[config.mk]
export PLATFORM = sky130hd
export DESIGN_NAME = bus_parity_xcvr
export DESIGN_NICKNAME = d
export VERILOG_FILES = /design/src/rtl/xcvr_pkg.sv /design/src/rtl/xcvr_store.sv /design/src/rtl/xcvr_parity.sv /design/src/rtl/xcvr_dir.sv /design/src/rtl/bus_parity_xcvr.sv
export SDC_FILE = /design/constraint.sdc
export NUM_CORES = 1
export LEC_CHECK = 0
export BUFFER_PORTS_ARGS = -buffer_cell sky130_fd_sc_hd__buf_2
export CAP_MARGIN = 5
export CELL_PAD_IN_SITES_DETAIL_PLACEMENT = 0
export CELL_PAD_IN_SITES_GLOBAL_PLACEMENT = 1
export CORE_ASPECT_RATIO = 0.6
export CORE_UTILIZATION = 40
export CTS_BUF_LIST = sky130_fd_sc_hd__clkbuf_16
export DETAILED_ROUTE_END_ITERATION = 10
export PLACE_DENSITY_LB_ADDON = 0.1
export SLEW_MARGIN = 0
export SYNTH_ARGS = -nofsm -noshare
export SYNTH_HDL_FRONTEND = slang
export SYNTH_HIERARCHICAL = 1
export SYNTH_SLANG_ARGS = --single-unit
[constraint.sdc]
create_clock -name clk_i -period 4.1 [get_ports clk_i]
set_clock_uncertainty 0.2 [all_clocks]
set_input_delay 0.82 -clock clk_i [delete_from_list [all_inputs] [get_ports clk_i]]
set_output_delay 0.82 -clock clk_i [all_outputs]
set_load 0.05 [all_outputs]
[src/rtl/xcvr_pkg.sv]
package xcvr_pkg;
  typedef enum logic [1:0] {
    PATH_FLOW    = 2'b00,
    PATH_LATCH   = 2'b01,
    PATH_CLOCK   = 2'b10,
    PATH_CLOCK_X = 2'b11
  } path_mode_e;
endpackage

[src/rtl/xcvr_store.sv]
module xcvr_store #(
  parameter int unsigned W = 18,
  parameter logic [W-1:0] RST_VAL = '0
) (
  input  logic         clk_i,
  input  logic         rst_ni,
  input  logic [1:0]   mode_i,
  input  logic         le_i,
  input  logic [W-1:0] d_i,
  output logic [W-1:0] q_o
);
  import xcvr_pkg::*;

  logic [W-1:0] held_q;
  logic         capture;

  assign capture = mode_i[1] | ((path_mode_e'(mode_i) == PATH_LATCH) & le_i);

  always_ff @(posedge clk_i or negedge rst_ni) begin
    if (!rst_ni)      held_q <= RST_VAL;
    else if (capture) held_q <= d_i;
  end

  always_comb begin
    unique case (path_mode_e'(mode_i))
      PATH_FLOW:  q_o = d_i;
      PATH_LATCH: q_o = le_i ? d_i : held_q;
      default:    q_o = held_q;
    endcase
  end
endmodule

[src/rtl/xcvr_parity.sv]
module xcvr_parity #(
  parameter int unsigned BYTES  = 2,
  parameter int unsigned BYTE_W = 8,
  localparam int unsigned DATA_W = BYTES * BYTE_W
) (
  input  logic [DATA_W-1:0] data_i,
  input  logic [BYTES-1:0]  par_i,
  output logic [BYTES-1:0]  gen_par_o,
  output logic [BYTES-1:0]  bad_o
);
  for (genvar g = 0; g < BYTES; g++) begin : g_lane
    // odd parity: generated bit makes the count of ones odd
    assign gen_par_o[g] = ~^data_i[g*BYTE_W +: BYTE_W];
    assign bad_o[g]     = ~^{data_i[g*BYTE_W +: BYTE_W], par_i[g]};
  end
endmodule

[src/rtl/xcvr_dir.sv]
module xcvr_dir #(
  parameter int unsigned BYTES   = 2,
  parameter int unsigned BYTE_W  = 8,
  parameter bit          GEN_CAP = 1'b1,
  localparam int unsigned DATA_W = BYTES * BYTE_W
) (
  input  logic              clk_i,
  input  logic              rst_ni,
  input  logic [1:0]        mode_i,
  input  logic              le_i,
  input  logic              oe_ni,
  input  logic              gen_i,
  input  logic [DATA_W-1:0] data_i,
  input  logic [BYTES-1:0]  par_i,
  output logic [DATA_W-1:0] data_o,
  output logic [BYTES-1:0]  par_o,
  output logic              oe_o,
  output logic              err_no
);
  localparam int unsigned WORD_W = DATA_W + BYTES;
  localparam logic [WORD_W-1:0] RST_WORD = {{BYTES{1'b1}}, {DATA_W{1'b0}}};

  logic [WORD_W-1:0] word_q;
  logic [DATA_W-1:0] path_data;
  logic [BYTES-1:0]  path_par, gen_par, bad, out_par;
  logic              err_n;

  xcvr_store #(.W(WORD_W), .RST_VAL(RST_WORD)) u_store (
    .clk_i  (clk_i),
    .rst_ni (rst_ni),
    .mode_i (mode_i),
    .le_i   (le_i),
    .d_i    ({par_i, data_i}),
    .q_o    (word_q)
  );

  assign path_data = word_q[DATA_W-1:0];
  assign path_par  = word_q[WORD_W-1:DATA_W];

  xcvr_parity #(.BYTES(BYTES), .BYTE_W(BYTE_W)) u_par (
    .data_i    (path_data),
    .par_i     (path_par),
    .gen_par_o (gen_par),
    .bad_o     (bad)
  );

  if (GEN_CAP) begin : g_gen
    assign out_par = gen_i ? gen_par : path_par;
    assign err_n   = gen_i | ~(|bad);
  end else begin : g_chk
    logic unused_gen;
    assign unused_gen = gen_i ^ (^gen_par);
    assign out_par    = path_par;
    assign err_n      = ~(|bad);
  end

  assign oe_o   = ~oe_ni;
  assign data_o = oe_o ? path_data : '0;
  assign par_o  = oe_o ? out_par : '0;
  assign err_no = err_n;
endmodule

[src/rtl/bus_parity_xcvr.sv]
module bus_parity_xcvr #(
  parameter int unsigned BYTES  = 2,
  parameter int unsigned BYTE_W = 8,
  localparam int unsigned DATA_W = BYTES * BYTE_W
) (
  input  logic              clk_i,
  input  logic              rst_ni,
  input  logic              gen_mode_i,
  input  logic [1:0]        ab_mode_i,
  input  logic              ab_le_i,
  input  logic              ab_oe_ni,
  input  logic [DATA_W-1:0] a_data_i,
  input  logic [BYTES-1:0]  a_par_i,
  output logic [DATA_W-1:0] b_data_o,
  output logic [BYTES-1:0]  b_par_o,
  output logic              b_oe_o,
  output logic              ab_err_no,
  input  logic [1:0]        ba_mode_i,
  input  logic              ba_le_i,
  input  logic              ba_oe_ni,
  input  logic [DATA_W-1:0] b_data_i,
  input  logic [BYTES-1:0]  b_par_i,
  output logic [DATA_W-1:0] a_data_o,
  output logic [BYTES-1:0]  a_par_o,
  output logic              a_oe_o,
  output logic              ba_err_no
);
  xcvr_dir #(.BYTES(BYTES), .BYTE_W(BYTE_W), .GEN_CAP(1'b1)) u_ab (
    .clk_i  (clk_i),
    .rst_ni (rst_ni),
    .mode_i (ab_mode_i),
    .le_i   (ab_le_i),
    .oe_ni  (ab_oe_ni),
    .gen_i  (gen_mode_i),
    .data_i (a_data_i),
    .par_i  (a_par_i),
    .data_o (b_data_o),
    .par_o  (b_par_o),
    .oe_o   (b_oe_o),
    .err_no (ab_err_no)
  );

  // return path is check-only
  xcvr_dir #(.BYTES(BYTES), .BYTE_W(BYTE_W), .GEN_CAP(1'b0)) u_ba (
    .clk_i  (clk_i),
    .rst_ni (rst_ni),
    .mode_i (ba_mode_i),
    .le_i   (ba_le_i),
    .oe_ni  (ba_oe_ni),
    .gen_i  (gen_mode_i),
    .data_i (b_data_i),
    .par_i  (b_par_i),
    .data_o (a_data_o),
    .par_o  (a_par_o),
    .oe_o   (a_oe_o),
    .err_no (ba_err_no)
  );
endmodule

==> metrics.md, run 1 <==
| Metric | Value |
|---|---|
| DRT iter0 DRCs | `42` |
| Setup CP Type | `in -> out` |
| RR Endpoint | `u_ab/u_store/held_q[14]$_DFFE_PN0P_` |
| Hold EP | `u_ab/u_store/held_q[2]$_DFFE_PN0P_` |
| Hold crit path type | `reg -> reg` |
| Cell Pwr Density | `459 nW/µm²` |
| DP Wirelength | `3700 µm` |
| CTS Hold Bufs | `0` |
| Max Cap Viol | `0` |
| Worst VDD drop | `0.193 mV` |
| Critical Path AT | `2.91 ns` |
| Fin. max-slew vios | `0` |
| Starting Density | `41.4%` |
| Final Hold Vio Count | `0` |
| Inserted Clock Buffers | `5` |
| Vias in the first global route | `1,705` |
| Delay-heaviest family, CP | `XOR/XNOR gates` |
| Leak Pwr | `0.00154 µW` |
| Worst Hold Path Cells | `1` |
| Setup TNS | `0 ns` |
| Setup Viol. Count Final | `0` |
| Post CTS Setup Buffer Count | `0` |
| Worst skew pair latency | `0.28 ns` |
| Critical path, cell by cell | `buf_2 -> inv_2 -> a21oi_4 -> buf_12 -> mux2_2 -> xnor2_1 -> xnor2_2 -> xnor3_1 -> o21bai_2 -> buf_2` |
| Slowest-stage cell, CP | `xnor3_1` |
| Max clock buf depth | `2` |
| Critical Path Source Type | `primary input` |
| Clk slew on worst S/H paths | `0.06 ns` |
| Status | `completed` |
| Syn Inst Count | `192` |
| Total global-route track usage | `16.7%` |
| Total number of vias | `1,661` |
| Post-Syn Area per Cell | `13.2 µm²` |
| WL final | `4970 µm` |
| Sink Count | `36` |
| First-pass GRT wire length | `8560 µm` |
| Worst reg-to-reg setup slack | `3.14 ns` |
| Post-layout power | `1480 µW` |
| Remaining antenna violation count after routing | `0` |
| Crit-path max FO | `18` |
| Period utilisation layout | `95.9%` |
| Root Buffer | `clkbuf_16` |
| # IOs | `87` |
| ANT cells | `0` |
| Layout cells sized above 1 | `63.1%` |
| Area of the core | `6110 µm²` |
| Vias/cell | `4.54` |
| YS warnings | `6` |
| DR pass1 iterations | `4` |
| Layout area overhead | `26.8%` |
| Max incr delay on CP | `0.38 ns` |
| DRC violations left | `0` |
| H-tree levels | `2` |
| Worst reg2reg startpoint | `u_ab/u_store/held_q[14]$_DFFE_PN0P_` |
| Worst slew pin tran | `0.812 ns` |
| Die area | `6660 µm²` |
| Buffers on Ports | `86` |
| Critical path buffers and inverters | `4` |
| Die W | `105 µm` |
| Register-to-Register Path Depth | `1` |
| WL/cell | `13.6 µm` |
| Min-delay src | `u_ab/u_store/held_q[2]$_DFFE_PN0P_` |
| GRT overflow | `0` |
| Tmin final | `3.93 ns` |
| Syn_nets | `239` |
| CP most frequent cell | `buf_2` |
| Req. time, crit path | `3.08 ns` |
| Routability cong. | `0.671` |
| CP endpoint kind | `primary output` |
| Synthesized area | `2530 µm²` |
| Die Ht | `63.6 µm` |
| Initial antenna violation count | `0` |
| CTS tree | `built` |
| RSZ-0062 raised after global routing | `no` |
| Net count reported at finish | `328` |
| Slew headroom | `45.9%` |
| Pin count of the biggest net entering global routing | `37` |
| Achievable frequency | `254 MHz` |
| Cell row count | `22` |
-- report_power, final --
part	internal [µW]	leakage, µW	switching (µW)	total, µW
combinational	277	0.00104	363	640
sequential	394	0.000416	15.9	410
clock	282	0.0000789	142	425
total	954	0.00154	522	1480
-- worst max-delay path by stage --
stage | startpoint | to | slack (ns) | cells past startpoint
floorplan | ba_le_i | ba_err_no | 0.15 | 8
global placement | ab_le_i | ab_err_no | 0.08 | 10
detailed placement | ab_le_i | ab_err_no | 0.04 | 10
CTS | ab_le_i | ab_err_no | 0.04 | 10
global route | ab_le_i | ab_err_no | 0.08 | 10
finish | ab_le_i | ab_err_no | 0.17 | 10
-- per-stage QoR --
step | hold slack [ns] | setup WS [ns] | cells | util (%) | instance area (µm²)
after floorplan | 0.275 | 0.151 | 192 | - | 2530
after global placement | 0.284 | 0.0772 | 358 | 49.8 | 3040
after detailed placement | 0.290 | 0.0406 | 358 | 49.8 | 3040
after CTS | 0.303 | 0.0394 | 366 | 52.4 | 3200
after global routing | 0.313 | 0.0792 | 366 | 52.5 | 3210
final | 0.301 | 0.167 | 366 | 52.5 | 3210
-- cells in the final DEF, fill, tap and decap left out --
master	n
dfstp_2	4
mux2i_1	2
inv_2	2
buf_2	86
xnor2_1	25
buf_12	2
bufinv_16	1
nor2_1	3
o21bai_2	1
clkbuf_16	5
xnor3_1	4
nor2b_1	18
xnor2_2	1
and2b_1	16
mux2_4	20
a21oi_4	4
clkinv_1	2
mux2_2	52
dfrtp_1	32
inv_1	2
-- area by class of cell --
type	count	area [µm²]
fill	583	2900
multi-input combinational	146	1550
sequential	36	906
timing repair buffer	88	470
clock buffer	5	125
tap	84	105
clock inverter	3	37.5
inverter	4	15.0
-- metal layers --
metal / up-vias / routed length, µm / track usage [%]
met5: - / 0 / 0
met4: 0 / 71 / 6.34
met3: 8 / 244 / 4.35
met2: 48 / 1900 / 23.0
met1: 770 / 2750 / 24.7
li1: 835 / - / -
-- state kept, by name (all words and copies together) (netlist names) --
| name | cells |
|---|---|
| u_ab/u_store/held_q | 18 |
| u_ba/u_store/held_q | 18 |
-- what timing repair did --
item | in CTS | in global routing
hold endpoints to repair | 0 | 0
gates resized for setup | 0 | 1
setup endpoints to repair | 0 | 1
(Power assumes the default switching activity.)
==> inputs of run 2 (changes only) <==
--- a/constraint.sdc
+++ b/constraint.sdc
@@ -3,3 +3,3 @@
 set_input_delay 0.82 -clock clk_i [delete_from_list [all_inputs] [get_ports clk_i]]
 set_output_delay 0.82 -clock clk_i [all_outputs]
-set_load 0.05 [all_outputs]
+set_load 0.1 [all_outputs]
==> metrics.md, run 2 (synthesized netlist as in run 1, its figures left out) <==
| Metric | Value |
|---|---|
| First-pass GRT wire length | `8360 µm (-2.3%)` |
| Layout area overhead | `28.7%` |
| Most frequent cells in the layout | `buf_2 (82), mux2_2 (52), dfrtp_1 (32)` |
| Inserted Clock Buffers | `5 (unchanged)` |
| Max clock buf depth | `2 (unchanged)` |
| Starting Density | `41.4% (unchanged)` |
| Achievable frequency | `255 MHz (+0.17%)` |
| Sink Count | `36 (unchanged)` |
| Buffers on Ports | `86 (unchanged)` |
| H-tree levels | `2 (unchanged)` |
| Grt peak-use layer | `met1` |
| Routing usage on met1 | `24.2% (-0.48 points)` |
| Vias/cell | `4.60 (+1.3%)` |
| Die area | `6660 µm² (unchanged)` |
| Final Instance Area | `3260 µm² (+1.4%)` |
| Routability cong. | `0.716 (+6.7%)` |
| Die W | `105 µm (unchanged)` |
| WL final | `4960 µm (-0.28%)` |
| ANT cells | `0 (unchanged)` |
| DRC violations left | `0 (unchanged)` |
| # IOs | `87 (unchanged)` |
| Max Cap Viol | `0 (unchanged)` |
| Setup TNS | `0 ns (unchanged)` |
| Die Ht | `63.6 µm (unchanged)` |
| Worst skew pair latency | `0.27 ns (about the same)` |
| Commonest non-fill, non-tap cell in the layout | `buf_2` |
| Largest registers | `u_ab/u_store/held_q x18, u_ba/u_store/held_q x18` |
| Root Buffer | `clkbuf_16` |
| Cell Area, Placed | `3110 µm² (+2.4%)` |
| Inst Count DP | `358 (unchanged)` |
| Req. time, crit path | `3.08 ns (about the same)` |
| Setup CP Type | `in -> out` |
| Cell row count | `22 (unchanged)` |
| Worst slew pin tran | `0.834 ns (+0.0223 ns)` |
| Layout cells sized above 1 | `63.8% (+0.71 points)` |
| Worst VDD drop | `0.235 mV (+22%)` |
| GRT overflow | `0 (unchanged)` |
| Leak Pwr | `0.00155 µW (+0.89%)` |
| Total global-route track usage | `16.3% (-0.47 points)` |
| WL/cell | `13.5 µm (-0.28%)` |
| Fin. max-slew vios | `0 (unchanged)` |
| Clk slew on worst S/H paths | `0.05 ns (about the same)` |
| CTS tree | `built` |
| Post-route insts no fill | `366 (unchanged)` |
| Critical Path Source Type | `primary input` |
| Crit-path max FO | `18 (unchanged)` |
| Total number of vias | `1,683 (+1.3%)` |
| Hold crit path type | `reg -> reg` |
| Grt met2 use | `22.9% (-0.083 points)` |
| CP endpoint kind | `primary output` |
| Area of the core | `6110 µm² (unchanged)` |
| DR pass1 iterations | `4 (unchanged)` |
| Critical Path AT | `2.91 ns (about the same)` |
| Final Hold Vio Count | `0 (unchanged)` |
| Net count reported at finish | `328 (unchanged)` |
| Cell Pwr Density | `523 nW/µm² (+14%)` |
| Core Util, Final | `53.3% (+0.76 points)` |
| DP Wirelength | `3690 µm (-0.10%)` |
| Slew headroom | `44.4% (-1.5 points)` |
| Vias in the first global route | `1,695 (-0.59%)` |
| Fin Hold WS | `0.302 ns (+0.000309 ns)` |
| Grt met3 use | `4.35% (unchanged)` |
| Period utilisation layout | `95.8% (-0.16 points)` |
| Status | `completed` |
| Remaining antenna violation count after routing | `0 (unchanged)` |
| Tmin final | `3.93 ns (-0.00652 ns)` |
| DRT iter0 DRCs | `33 (-21%)` |
| Post CTS Setup Buffer Count | `0 (unchanged)` |
| Initial antenna violation count | `0 (unchanged)` |
| RSZ-0062 raised after global routing | `no` |
| Pin count of the biggest net entering global routing | `37 (unchanged)` |
| Setup Viol. Count Final | `0 (unchanged)` |
## run 2: area by class of cell
type / instances / area [µm²]
clock buffers: 5 / 125
clock inverters: 3 / 11.3
fillers: 562 / 2850
inverters: 4 / 15.0
multi-input cells: 146 / 1560
flip-flops and latches: 36 / 906
well taps: 84 / 105
repair buffers: 88 / 531
## run 2: power by group
part           leakage [µW]  internal, µW  switching (µW)
combinational       0.00106           351             585
sequential         0.000416           394            16.3
clock             0.0000738           218             137
## run 2: through the flow
step	power, µW	setup slack [ns]
global placement	1350	0.115
CTS	1720	0.0791
detailed placement	1350	0.0961
floorplan	1140	-0.135
finish	1700	0.174
global route	1780	0.0909
## run 2: layer usage
metal  routed length [µm]  share of wire [%]
met2                 1940                 39
met1                 2750                 55
met3                  230                4.6
met4                   38               0.77
met5                    0                  0
## run 2: timing repair
| action | in CTS | in global routing |
|---|---|---|
| hold buffers | 0 | 0 |
| resized for setup | 0 | 1 |
| endpoints found under the setup margin | 0 | 1 |
## run 2: worst paths after layout
kind / from / endpoint / slack (ns) / depth (start not counted)
setup / recovery: ab_le_i / ab_err_no / 0.17 / 10
hold / removal: u_ba/u_store/held_q[5]$_DFFE_PN0P_ / u_ba/u_store/held_q[5]$_DFFE_PN0P_ / 0.30 / 1
setup reg to reg: u_ab/u_store/held_q[4]$_DFFE_PN0P_ / u_ab/u_store/held_q[4]$_DFFE_PN0P_ / 3.14 / 1
hold reg to reg: u_ba/u_store/held_q[5]$_DFFE_PN0P_ / u_ba/u_store/held_q[5]$_DFFE_PN0P_ / 0.30 / 1
max in group asynchronous: rst_ni / u_ba/u_store/held_q[5]$_DFFE_PN0P_ / 2.72 / 1
min in group asynchronous: rst_ni / u_ab/u_store/held_q[15]$_DFFE_PN0P_ / 0.45 / 1
## run 2: critical path: stages
cell	delay, ns
buf_2	0.12
inv_2	0.05
a21oi_4	0.15
buf_12	0.18
mux2_2	0.37
xnor2_1	0.26
xnor2_2	0.19
xnor3_1	0.38
o21bai_2	0.17
buf_12	0.19
==> inputs of run 3 (changes only) <==
- CORE_UTILIZATION: 40 -> 36
- clock period: 4.1 -> 3.39 ns (I/O delays scaled with it)
==> metrics.md, run 3 (synthesized netlist as in run 1, its figures left out) <==
| Metric | Value |
|---|---|
| Status | `finished, violations left` |
| Violated checks | `negative setup slack` |
| Post-route insts no fill | `388 (+6.0%)` |
| Inserted Clock Buffers | `5 (unchanged)` |
| DR pass1 iterations | `4 (unchanged)` |
| Worst slew pin tran | `0.822 ns (-0.0129 ns)` |
| Reg power frac | `20.4% (-3.7 points)` |
| Cell row count | `23 (+4.5%)` |
| Vias in the first global route | `1,743 (+2.8%)` |
| Req. time, crit path | `2.51 ns (-0.57 ns)` |
| Achievable frequency | `285 MHz` |
| Critical Path Source Type | `primary input` |
| Area of the core | `6730 µm² (+10%)` |
| Die area | `7380 µm² (+11%)` |
| Root Buffer | `clkbuf_16` |
| Starting Density | `37.6% (-3.8 points)` |
| Largest registers | `u_ab/u_store/held_q x18, u_ba/u_store/held_q x18` |
| Max incr delay on CP | `0.40 ns (+0.02 ns)` |
| DP Wirelength | `4060 µm (+10%)` |
| CP endpoint kind | `primary output` |
| Psw | `990 µW (+34%)` |
| Hold crit path type | `in -> async` |
| Buffers on Ports | `86 (unchanged)` |
| Pin count of the biggest net entering global routing | `37 (unchanged)` |
| Fin Hold WS | `0.297 ns (-0.00468 ns)` |
| Critical path, cell by cell | `buf_8 -> a21oi_4 -> buf_12 -> mux2_4 -> xnor2_4 -> xnor2_2 -> xnor3_2 -> o21bai_4 -> buf_12` |
| Total global-route track usage | `16.5% (+0.28 points)` |
| Slew headroom | `45.2% (+0.86 points)` |
| Routability cong. | `0.701 (-2.0%)` |
| Place WS | `-0.167 ns (-0.263 ns)` |
| Setup Viol. Count Final | `4 (+4)` |
| Vias/cell | `4.52 (-1.8%)` |
| Logic pwr share | `58.4% (+3.4 points)` |
| Worst VDD drop | `0.323 mV (+38%)` |
| First-pass GRT wire length | `8850 µm (+5.9%)` |
| Total number of vias | `1,752 (+4.1%)` |
| Internal power | `1450 µW (+50%)` |
| Max Cap Viol | `0 (unchanged)` |
| Layout cells sized above 1 | `80.7% (+17 points)` |
| Final Hold Vio Count | `0 (unchanged)` |
| Slowest-stage cell, CP | `xnor3_2` |
| Sink Count | `36 (unchanged)` |
| CP most frequent cell | `buf_12` |
| Die Ht | `67.0 µm (+5.2%)` |
| H-tree levels | `2 (unchanged)` |
| Net count reported at finish | `347 (+5.8%)` |
| WL final | `5650 µm (+14%)` |
| Crit-path max FO | `7 (-11)` |
| Tmin final | `3.51 ns` |
| Cell Pwr Density | `586 nW/µm² (+12%)` |
| RSZ-0062 raised after global routing | `yes` |
| CTS tree | `built` |
| Worst Setup Slack, final | `-0.120 ns (-0.294 ns)` |
| DRT iter0 DRCs | `44 (+33%)` |
| WL/cell | `14.5 µm (+7.4%)` |
| Cell Area, Placed | `3610 µm² (+16%)` |
| Critical Path AT | `2.63 ns (-0.28 ns)` |
| Initial antenna violation count | `0 (unchanged)` |
| GRT overflow | `0 (unchanged)` |
| Fill count | `536 (-4.6%)` |
| Setup CP Type | `in -> out` |
| Fin. max-slew vios | `0 (unchanged)` |
| Remaining antenna violation count after routing | `0 (unchanged)` |
| # IOs | `87 (unchanged)` |
| Final Instance Area | `4160 µm² (+28%)` |
| Period utilisation layout | `104%` |
| Layout area overhead | `64.3%` |
| ANT cells | `0 (unchanged)` |
| Max clock buf depth | `2 (unchanged)` |
| Die W | `110 µm (+5.3%)` |
| DRC violations left | `0 (unchanged)` |
| Most frequent cells in the layout | `buf_2 (58), mux2_2 (40), mux2_4 (32), dfrtp_1 (32), buf_12 (28)` |
| Inst Count DP | `372 (+3.9%)` |
| Share of total power in the clock network | `21.2% (+0.3 points)` |
| Sw frac | `40.6% (-2.7 points)` |
| Clk slew on worst S/H paths | `0.05 ns (about the same)` |
| Commonest non-fill, non-tap cell in the layout | `buf_2` |
| Worst skew pair latency | `0.28 ns (about the same)` |
| Leak Pwr | `0.00195 µW (+26%)` |
run 3: cell type report:
| type | instances | area (µm²) | share of cell area [%] |
|---|---|---|---|
| clock inverter | 3 | 37.5 | 0.903 |
| multi-input combinational | 146 | 1910 | 46.0 |
| timing repair buffer | 107 | 1040 | 25.0 |
| inverter | 4 | 30.0 | 0.722 |
| clock buffer | 5 | 125 | 3.01 |
| tap | 87 | 109 | 2.62 |
| sequential | 36 | 906 | 21.8 |
run 3: through the flow:
stage / TNS, ns / power [µW] / utilization, %
after floorplan: -0.339 / 1430 / -
after global placement: -0.448 / 1770 / 53.7
after detailed placement: -0.509 / 1780 / 53.7
after CTS: -0.357 / 2390 / 59.8
after global routing: -0.581 / 2550 / 61.8
final: -0.282 / 2440 / 61.8
run 3: worst paths after layout:
path                       cells after the start                           startpoint  slack [ns]                             endpoint
max                                            9                         ab_mode_i[0]       -0.12                            ab_err_no
min                                            1                               rst_ni        0.30   u_ab/u_store/held_q[0]$_DFFE_PN0P_
max reg2reg                                    1   u_ab/u_store/held_q[5]$_DFFE_PN0P_        2.42   u_ab/u_store/held_q[5]$_DFFE_PN0P_
min reg2reg                                    1  u_ba/u_store/held_q[15]$_DFFE_PN0P_        0.30  u_ba/u_store/held_q[15]$_DFFE_PN0P_
max in group asynchronous                      1                               rst_ni        2.17  u_ab/u_store/held_q[13]$_DFFE_PN0P_
min in group clk_i                             1  u_ba/u_store/held_q[15]$_DFFE_PN0P_        0.30  u_ba/u_store/held_q[15]$_DFFE_PN0P_
run 3: metal layers:
metal | up-vias | track usage, % | wire length [µm]
met5 | - | 0 | 0
met2 | 43 | 24.2 | 2460
met4 | 0 | 5.92 | 68
met3 | 8 | 4.79 | 291
met1 | 828 | 22.9 | 2830
li1 | 873 | - | -
run 3: what timing repair did:
item | 4_1_cts | 5_1_grt
cloned | 1 | 0
buffers inserted | 6 | 2
hold buffers | 0 | 0
pin swaps | 11 | 15
gates resized for setup | 31 | 21
setup endpoints to repair | 4 | 4
run 3: power by group through the flow:
stage,clock network [µW],registers (µW),logic [µW]
6_report,516,497,1420
2_1_floorplan,0,498,930
3_3_place_gp,0,503,1270
4_1_cts,532,497,1370
3_5_place_dp,0,504,1280
5_1_grt,557,503,1490
run 3: worst max-delay path: cells and delay by family:
kind / cells / cell delay (ns)
buffers and inverters: 3 / 0.46
multiplexers: 1 / 0.33
XOR/XNOR: 3 / 0.78
AO/OA/AOI/OAI: 2 / 0.38
